`src/rtl/serial_tx_pkg.sv`:
```
package serial_tx_pkg;
  typedef enum logic [1:0] {
    PAR_EVEN = 2'b00,
    PAR_ODD  = 2'b01,
    PAR_ZERO = 2'b10,
    PAR_ONE  = 2'b11
  } par_mode_e;

  typedef enum logic [2:0] {
    S_IDLE,
    S_START,
    S_DATA,
    S_PAR,
    S_STOP
  } tx_state_e;

  typedef struct packed {
    logic [1:0] len;
    logic       par_en;
    par_mode_e  par_mode;
    logic       stop2;
  } frame_cfg_t;
endpackage

```
`src/rtl/txq_fifo.sv`:
```
module txq_fifo #(
  parameter int WIDTH = 8,
  parameter int DEPTH = 16
) (
  input  logic             clk,
  input  logic             rst,
  input  logic             wr_valid,
  input  logic [WIDTH-1:0] wr_data,
  input  logic             rd_en,
  input  logic             ovf_clear,
  output logic [WIDTH-1:0] rd_data,
  output logic             full,
  output logic             empty,
  output logic             ovf
);
  localparam int AW = (DEPTH > 1) ? $clog2(DEPTH) : 1;
  localparam int CW = $clog2(DEPTH + 1);

  logic [WIDTH-1:0] mem [DEPTH];
  logic [AW-1:0]    wr_ptr, rd_ptr;
  logic [CW-1:0]    cnt;
  logic             wr_en;

  assign full  = (cnt == CW'(DEPTH));
  assign empty = (cnt == '0);
  assign wr_en = wr_valid && !full;
  assign rd_data = mem[rd_ptr];

  always_ff @(posedge clk) begin
    if (wr_en) mem[wr_ptr] <= wr_data;
  end

  always_ff @(posedge clk) begin
    if (rst) begin
      wr_ptr <= '0;
      rd_ptr <= '0;
      cnt    <= '0;
      ovf    <= 1'b0;
    end else begin
      if (wr_en) wr_ptr <= (wr_ptr == AW'(DEPTH-1)) ? '0 : wr_ptr + AW'(1);
      if (rd_en) rd_ptr <= (rd_ptr == AW'(DEPTH-1)) ? '0 : rd_ptr + AW'(1);
      case ({wr_en, rd_en})
        2'b10:   cnt <= cnt + CW'(1);
        2'b01:   cnt <= cnt - CW'(1);
        default: cnt <= cnt;
      endcase
      if (wr_valid && full) ovf <= 1'b1;
      else if (ovf_clear)   ovf <= 1'b0;
    end
  end

  a_r2_count_bound: assert property (@(posedge clk) disable iff (rst)
    cnt <= CW'(DEPTH));
  a_r3_no_growth_when_full: assert property (@(posedge clk) disable iff (rst)
    (full && wr_valid) |=> (cnt <= $past(cnt)));
  a_r3_ovf_sticky: assert property (@(posedge clk) disable iff (rst)
    (ovf && !ovf_clear) |=> ovf);
endmodule

```
`src/rtl/txq_serializer.sv`:
```
module txq_serializer
  import serial_tx_pkg::*;
#(
  parameter int WIDTH = 8,
  parameter int TICKS = 16
) (
  input  logic             clk,
  input  logic             rst,
  input  logic             go,
  input  logic             tick,
  input  frame_cfg_t       cfg,
  input  logic             avail,
  input  logic [WIDTH-1:0] head,
  output logic             pop,
  output logic             txd,
  output logic             active
);
  localparam int TW = $clog2(TICKS);
  localparam int IW = $clog2(WIDTH);

  tx_state_e        state;
  logic [TW-1:0]    tcnt;
  logic [IW-1:0]    bidx, last_idx, new_last;
  logic [WIDTH-1:0] sreg, mask;
  frame_cfg_t       cfg_q;
  logic             par_q, par_calc, stop_more, bit_done, frame_end;

  assign bit_done  = tick && (tcnt == TW'(TICKS-1));
  assign frame_end = (state == S_STOP) && bit_done && !stop_more;
  assign pop       = go && avail && ((state == S_IDLE) || frame_end);
  assign active    = (state != S_IDLE);
  assign last_idx  = IW'(WIDTH-4) + IW'(cfg_q.len);
  assign new_last  = IW'(WIDTH-4) + IW'(cfg.len);

  always_comb begin
    for (int i = 0; i < WIDTH; i++) mask[i] = (i <= int'(new_last));
    case (cfg.par_mode)
      PAR_EVEN: par_calc = ^(head & mask);
      PAR_ODD:  par_calc = ~(^(head & mask));
      PAR_ZERO: par_calc = 1'b0;
      default:  par_calc = 1'b1;
    endcase
  end

  always_ff @(posedge clk) begin
    if (rst) begin
      state     <= S_IDLE;
      tcnt      <= '0;
      bidx      <= '0;
      sreg      <= '0;
      cfg_q     <= '0;
      par_q     <= 1'b0;
      stop_more <= 1'b0;
      txd       <= 1'b1;
    end else if (pop) begin
      state <= S_START;
      txd   <= 1'b0;
      tcnt  <= '0;
      sreg  <= head;
      cfg_q <= cfg;
      par_q <= par_calc;
    end else begin
      if (state != S_IDLE && tick) tcnt <= bit_done ? '0 : tcnt + TW'(1);
      if (bit_done) begin
        case (state)
          S_START: begin
            state <= S_DATA;
            txd   <= sreg[0];
            sreg  <= sreg >> 1;
            bidx  <= '0;
          end
          S_DATA: begin
            if (bidx == last_idx) begin
              if (cfg_q.par_en) begin
                state <= S_PAR;
                txd   <= par_q;
              end else begin
                state     <= S_STOP;
                txd       <= 1'b1;
                stop_more <= cfg_q.stop2;
              end
            end else begin
              bidx <= bidx + IW'(1);
              txd  <= sreg[0];
              sreg <= sreg >> 1;
            end
          end
          S_PAR: begin
            state     <= S_STOP;
            txd       <= 1'b1;
            stop_more <= cfg_q.stop2;
          end
          S_STOP: begin
            if (stop_more) stop_more <= 1'b0;
            else begin
              state <= S_IDLE;
              txd   <= 1'b1;
            end
          end
          default: state <= S_IDLE;
        endcase
      end
    end
  end

  a_r13_idle_high: assert property (@(posedge clk) disable iff (rst)
    (state == S_IDLE) |-> txd);
  a_r4_start_low: assert property (@(posedge clk) disable iff (rst)
    (state == S_START) |-> !txd);
  a_r4_hold_between_ticks: assert property (@(posedge clk) disable iff (rst)
    (state != S_IDLE && !tick) |=> $stable(txd));
endmodule

```
`src/rtl/serial_tx_queue.sv`:
```
module serial_tx_queue
  import serial_tx_pkg::*;
#(
  parameter int WIDTH = 8,
  parameter int DEPTH = 16,
  parameter int TICKS = 16
) (
  input  logic             clk,
  input  logic             rst,
  input  logic             enable,
  input  logic             tx_enable,
  input  logic             tick,
  input  logic [1:0]       cfg_len,
  input  logic             cfg_parity_en,
  input  logic [1:0]       cfg_parity_mode,
  input  logic             cfg_stop2,
  input  logic             in_valid,
  input  logic [WIDTH-1:0] in_data,
  output logic             in_ready,
  input  logic             ovf_clear,
  output logic             serial_out,
  output logic             full,
  output logic             empty,
  output logic             busy,
  output logic             ovf
);
  logic             go, pop, active;
  logic [WIDTH-1:0] head;
  frame_cfg_t       cfg;

  assign go  = enable && tx_enable;
  assign cfg = '{len: cfg_len, par_en: cfg_parity_en,
                 par_mode: par_mode_e'(cfg_parity_mode), stop2: cfg_stop2};

  txq_fifo #(.WIDTH(WIDTH), .DEPTH(DEPTH)) u_fifo (
    .clk(clk), .rst(rst), .wr_valid(in_valid), .wr_data(in_data),
    .rd_en(pop), .ovf_clear(ovf_clear), .rd_data(head),
    .full(full), .empty(empty), .ovf(ovf)
  );

  txq_serializer #(.WIDTH(WIDTH), .TICKS(TICKS)) u_ser (
    .clk(clk), .rst(rst), .go(go), .tick(tick), .cfg(cfg),
    .avail(!empty), .head(head), .pop(pop), .txd(serial_out), .active(active)
  );

  assign in_ready = !full;
  assign busy     = active || (!empty && go);

  a_r8_hold_when_off: assert property (@(posedge clk) disable iff (rst)
    (!go && !in_valid) |=> $stable(empty));
  a_r12_busy_in_frame: assert property (@(posedge clk) disable iff (rst)
    (!serial_out) |-> busy);
endmodule

```
`config.mk`:
```
export PLATFORM = sky130hd
export DESIGN_NAME = serial_tx_queue
export DESIGN_NICKNAME = d
export VERILOG_FILES = /design/src/rtl/serial_tx_pkg.sv /design/src/rtl/txq_fifo.sv /design/src/rtl/txq_serializer.sv /design/src/rtl/serial_tx_queue.sv
export SDC_FILE = /design/constraint.sdc
export NUM_CORES = 1
export LEC_CHECK = 0
export BUFFER_PORTS_ARGS = -buffer_cell sky130_fd_sc_hd__buf_4
export CORE_MARGIN = 4
export CORE_UTILIZATION = 30
export CTS_CLUSTER_SIZE = 10
export DETAILED_ROUTE_END_ITERATION = 7
export GPL_ROUTABILITY_DRIVEN = 0
export PLACE_DENSITY_LB_ADDON = 0.1
export SKIP_CTS_REPAIR_TIMING = 1
export SYNTH_ARGS = -nofsm -noshare
export SYNTH_HDL_FRONTEND = slang
export SYNTH_SLANG_ARGS = --single-unit
```
`constraint.sdc`:
```
create_clock -name clk -period 4.8 [get_ports clk]
set_input_delay 0 -clock clk [delete_from_list [all_inputs] [get_ports clk]]
set_output_delay 0 -clock clk [all_outputs]
set_load 0.02 [all_outputs]
```
==> flow_results.xml <==
<?xml version="1.0" encoding="UTF-8"?>
<metrics>
  <group name="finish">
    <metric name="most_common_cell_after_layout_fill_and_taps_aside" unit="">sky130_fd_sc_hd__edfxtp_1</metric>
    <metric name="area.growth.synth_to_final" unit="%">17.9</metric>
    <metric name="finish.instance_area" unit="um^2">8420</metric>
    <metric name="nNetsFinal" unit="">573</metric>
    <metric name="layout.cells.most_common_list" unit="">128 x sky130_fd_sc_hd__edfxtp_1, 50 x sky130_fd_sc_hd__nand2_1, 46 x sky130_fd_sc_hd__nor2_1</metric>
    <metric name="final_layout_size_suffix_gt1_share" unit="%">19.0</metric>
    <metric name="num_antenna_cells" unit="">0</metric>
  </group>
  <group name="sta">
    <metric name="rsz_0062_raised_after_global_routing" unit="">no</metric>
    <metric name="slew_headroom" unit="%">23.1</metric>
    <metric name="clock-skew-final" unit="ns">0.0112</metric>
    <metric name="max_freq" unit="GHz">0.280</metric>
    <metric name="setup-tns-final" unit="ns">0</metric>
    <metric name="hold_violations" unit="">0</metric>
    <metric name="layout_min_cycle_time" unit="ns">3.57</metric>
    <metric name="setup_violations" unit="">0</metric>
    <metric name="final_min_period_over_clock_period" unit="%">74.3</metric>
    <metric name="timing.final.max_slew_violations" unit="">0</metric>
    <metric name="worst-slew-pin-transition" unit="ns">1.15</metric>
  </group>
  <group name="grt">
    <metric name="grt_pass1_vias" unit="">4098</metric>
    <metric name="gr-total-overflow" unit="">0</metric>
    <metric name="wire_length_of_the_first_global_routing_pass" unit="um">24800</metric>
    <metric name="antenna_found_initial" unit="">0</metric>
    <metric name="pin_count_of_the_biggest_net_entering_global_routing" unit="">38</metric>
    <metric name="grt_use_total" unit="%">12.8</metric>
  </group>
  <group name="clock_tree">
    <metric name="ctsRootBufferMaster" unit="">sky130_fd_sc_hd__clkbuf_16</metric>
    <metric name="clock_tree.htree_level_count" unit="">4</metric>
    <metric name="tritoncts_num_sinks" unit="">171</metric>
    <metric name="cts-buffers-inserted" unit="">17</metric>
    <metric name="tritoncts" unit="">built</metric>
    <metric name="clk_path_buf_depth" unit="">2</metric>
    <metric name="clkSlewWorstSetupHoldPaths" unit="ns">0.06</metric>
    <metric name="worstSkewPairLatency" unit="ns">0.43</metric>
  </group>
  <group name="min_path">
    <metric name="timing.hold.worst_path_depth" unit="">5</metric>
    <metric name="worstHoldStart" unit="">cfg_parity_mode[0]</metric>
    <metric name="worstHoldPathType" unit="">input pin to flip-flop</metric>
    <metric name="end_point_of_the_most_critical_hold_path" unit="">u_ser.par_q$_SDFFE_PP0N_</metric>
  </group>
  <group name="placed_design">
    <metric name="port_buffers" unit="">26</metric>
    <metric name="placement.cell_area" unit="um^2">7660</metric>
    <metric name="place.detailed.hpwl" unit="um">10500</metric>
  </group>
  <group name="power">
    <metric name="comb_power_share" unit="%">12.0</metric>
    <metric name="net-switching-power" unit="W">0.000896</metric>
    <metric name="totalPowerFinal" unit="W">0.00341</metric>
    <metric name="reported_leakage_power" unit="nW">2.78</metric>
    <metric name="power_switching_share" unit="%">26.3</metric>
    <metric name="share_seq_of_total_power" unit="%">49.3</metric>
    <metric name="vdd_ir_drop_max" unit="V">0.000200</metric>
    <metric name="power_per_cell_area" unit="nW/um^2">406</metric>
    <metric name="internal-power" unit="W">0.00252</metric>
    <metric name="clock_power_share" unit="%">38.7</metric>
  </group>
  <group name="synth">
    <metric name="syn_area" unit="um^2">7140</metric>
    <metric name="cell_count_after_synthesis" unit="">498</metric>
    <metric name="netlist.area_leader.share" unit="%">53.8</metric>
    <metric name="portion_of_the_post_synthesis_area_used_by_sequential_elements" unit="%">65.9</metric>
    <metric name="number_of_flops_mapped_to_enable_cells_by_yosys" unit="">128</metric>
    <metric name="post_synth_main_area_contributors" unit="">sky130_fd_sc_hd__edfxtp_1 54%, sky130_fd_sc_hd__dfxtp_1 12%, sky130_fd_sc_hd__mux4_2 11%</metric>
    <metric name="dominantRegCellSynth" unit="">sky130_fd_sc_hd__edfxtp_1</metric>
    <metric name="post_synth_num_cell_types" unit="">49</metric>
    <metric name="synth-seq-cells" unit="">171</metric>
    <metric name="share_of_async_settable_or_async_resettable_flops_after_synthesis" unit="%">0</metric>
    <metric name="yosys.area.top_type" unit="">sky130_fd_sc_hd__edfxtp_1</metric>
    <metric name="synth_area_per_cell" unit="um^2">14.3</metric>
    <metric name="yosysWarningCount" unit="">0</metric>
    <metric name="syn_nets" unit="">530</metric>
  </group>
  <group name="route">
    <metric name="drt_pass1_iterations" unit="">5</metric>
    <metric name="drt_first_iter_violations" unit="">346</metric>
    <metric name="routed_wire_length_per_instance" unit="um">18.7</metric>
    <metric name="routed_wirelength" unit="um">16300</metric>
    <metric name="final_routed_drc_violation_total" unit="">0</metric>
    <metric name="drt-vias-per-instance" unit="">4.75</metric>
    <metric name="vias" unit="">4140</metric>
    <metric name="ant_nets" unit="">0</metric>
  </group>
  <group name="run_status">
    <metric name="outcome" unit="">complete, no violations</metric>
  </group>
  <group name="run">
    <metric name="cap_violations" unit="">0</metric>
  </group>
  <group name="setup_path">
    <metric name="worst-r2r-cell-count" unit="">8</metric>
    <metric name="start_to_end_type_of_the_worst_setup_path" unit="">flip-flop to flip-flop</metric>
    <metric name="worstPathMaxFanout" unit="">19</metric>
    <metric name="worstReg2RegEnd" unit="">u_ser.par_q$_SDFFE_PP0N_</metric>
    <metric name="worst_ep_required_time" unit="ns">5.09</metric>
    <metric name="crit_slowest_cell" unit="">sky130_fd_sc_hd__dfxtp_2</metric>
    <metric name="worst_ep_arrival_time" unit="ns">3.86</metric>
    <metric name="path_cells" unit="">buf_4 &gt; mux4_2 &gt; mux4_2 &gt; xnor3_1 &gt; xnor2_1 &gt; nor4b_1 &gt; a2111oi_1 &gt; nand2_1</metric>
    <metric name="reg2reg_slack" unit="ns">1.23</metric>
    <metric name="crit_path_start_kind" unit="">flip-flop</metric>
    <metric name="crit_path_frequent_cell" unit="">sky130_fd_sc_hd__mux4_2</metric>
    <metric name="critical_path.endpoint_type" unit="">flip-flop</metric>
    <metric name="worst_path_largest_cell_delay" unit="ns">0.81</metric>
  </group>
  <group name="floorplan">
    <metric name="dieArea" unit="um^2">26300</metric>
    <metric name="boundaryPins" unit="">27</metric>
    <metric name="initial_core_utilization" unit="%">30.4</metric>
    <metric name="die_height" unit="um">162</metric>
    <metric name="die_w" unit="um">162</metric>
    <metric name="core-area" unit="um^2">23500</metric>
    <metric name="floorplan.rows" unit="">56</metric>
  </group>
</metrics>
-- worst max-delay path, delay by kind of cell (launching register included) --
kind	cells	cell delay [ns]
AO/OA/AOI/OAI	1	0.43
XOR/XNOR	2	0.56
buffers and inverters	1	0.34
flip-flops	1	0.81
multiplexers	2	1.02
AND/OR/NAND/NOR	2	0.28
-- per-layer routing --
metal / global-route usage (%) / wire, um
met1: 16.8 / 7380
met2: 21.4 / 8220
met3: 3.10 / 595
met4: 3.46 / 131
met5: 0 / 0
-- cell type report --
type / instances / area, um^2
fillers: 2270 / 15100
flip-flops and latches: 171 / 4710
multi-input cells: 293 / 2290
clock buffers: 17 / 425
repair buffers: 49 / 413
well taps: 319 / 399
clock inverters: 14 / 148
inverters: 9 / 33.8
-- sequential cells by signal, indices dropped and copies added, names as in the netlist, 3 cells and up, named ones only --
signal and flops:
u_ser.state 3, u_ser.sreg 8, u_fifo.cnt 5, u_ser.tcnt 4, u_ser.bidx 3, u_ser.cfg_q 4
u_fifo.mem 128, u_fifo.rd_ptr 4, u_fifo.wr_ptr 4
-- synth_stat cells (2+ instances only) --
cell / n
sky130_fd_sc_hd__buf_2: 3
sky130_fd_sc_hd__o21ai_0: 9
sky130_fd_sc_hd__dfxtp_1: 43
sky130_fd_sc_hd__nor4b_1: 2
sky130_fd_sc_hd__mux4_2: 35
sky130_fd_sc_hd__nor2_1: 46
sky130_fd_sc_hd__mux2i_1: 3
sky130_fd_sc_hd__and3_1: 2
sky130_fd_sc_hd__edfxtp_1: 128
sky130_fd_sc_hd__nand4_1: 3
sky130_fd_sc_hd__xnor2_1: 4
sky130_fd_sc_hd__a311oi_1: 4
sky130_fd_sc_hd__nor4_1: 4
sky130_fd_sc_hd__nand2_1: 50
sky130_fd_sc_hd__nand3_1: 16
sky130_fd_sc_hd__o22ai_1: 2
sky130_fd_sc_hd__o21a_1: 2
sky130_fd_sc_hd__clkbuf_1: 19
sky130_fd_sc_hd__or3_1: 4
sky130_fd_sc_hd__ha_1: 11
sky130_fd_sc_hd__nor3_1: 7
sky130_fd_sc_hd__a22oi_1: 10
sky130_fd_sc_hd__nor2b_1: 9
sky130_fd_sc_hd__nand3b_1: 2
sky130_fd_sc_hd__inv_1: 8
sky130_fd_sc_hd__a21oi_1: 36
sky130_fd_sc_hd__xor2_1: 9
sky130_fd_sc_hd__nand2b_1: 5
sky130_fd_sc_hd__buf_6: 2
-- per-stage QoR --
step                setup slack (ns)  std cells  utilization (%)  hold slack (ns)
global placement                1.28        823             32.7            0.244
floorplan                       1.13        498                -           0.0989
finish                          1.23        872             35.9            0.117
global route                   0.869        872             35.9            0.168
detailed placement              1.16        823             32.7            0.255
CTS                             1.16        854             35.1           -0.196
-- cell families (layout without fill, tap and decap cells) --
family	Yosys count	after routing	share of synthesized area (%)
and+or+nand+nor	156	156	10.1
adders and majority gates	11	11	1.93
muxes	38	38	11.5
buffers and inverters	34	89	2.28
DFF	171	171	65.9
AOI/OAI and AO/OA	74	74	6.40
xor gates and xnor gates	14	14	1.91
-- worst max-delay path by stage --
stage | startpoint | to | slack, ns | cells after the start
after floorplan | u_fifo.cnt[1]$_SDFFE_PP0P_ | u_fifo.cnt[4]$_SDFFE_PP0P_ | 1.13 | 17
after global placement | flip-flop | u_ser.par_q$_SDFFE_PP0N_ | 1.28 | 8
after detailed placement | flip-flop | u_ser.par_q$_SDFFE_PP0N_ | 1.16 | 8
after CTS | flip-flop | u_ser.par_q$_SDFFE_PP0N_ | 1.16 | 8
after global routing | flip-flop | u_ser.par_q$_SDFFE_PP0N_ | 0.87 | 8
final | flip-flop | u_ser.par_q$_SDFFE_PP0N_ | 1.23 | 8
-- power by group through the flow --
stage	logic [W]	registers [W]	clock network, W
floorplan	0.000308	0.00169	0
global placement	0.000399	0.00172	0
detailed placement	0.000405	0.00172	0
CTS	0.000407	0.00168	0.00137
global route	0.000456	0.00169	0.00144
finish	0.000411	0.00168	0.00132
(Power assumes the default switching activity.)
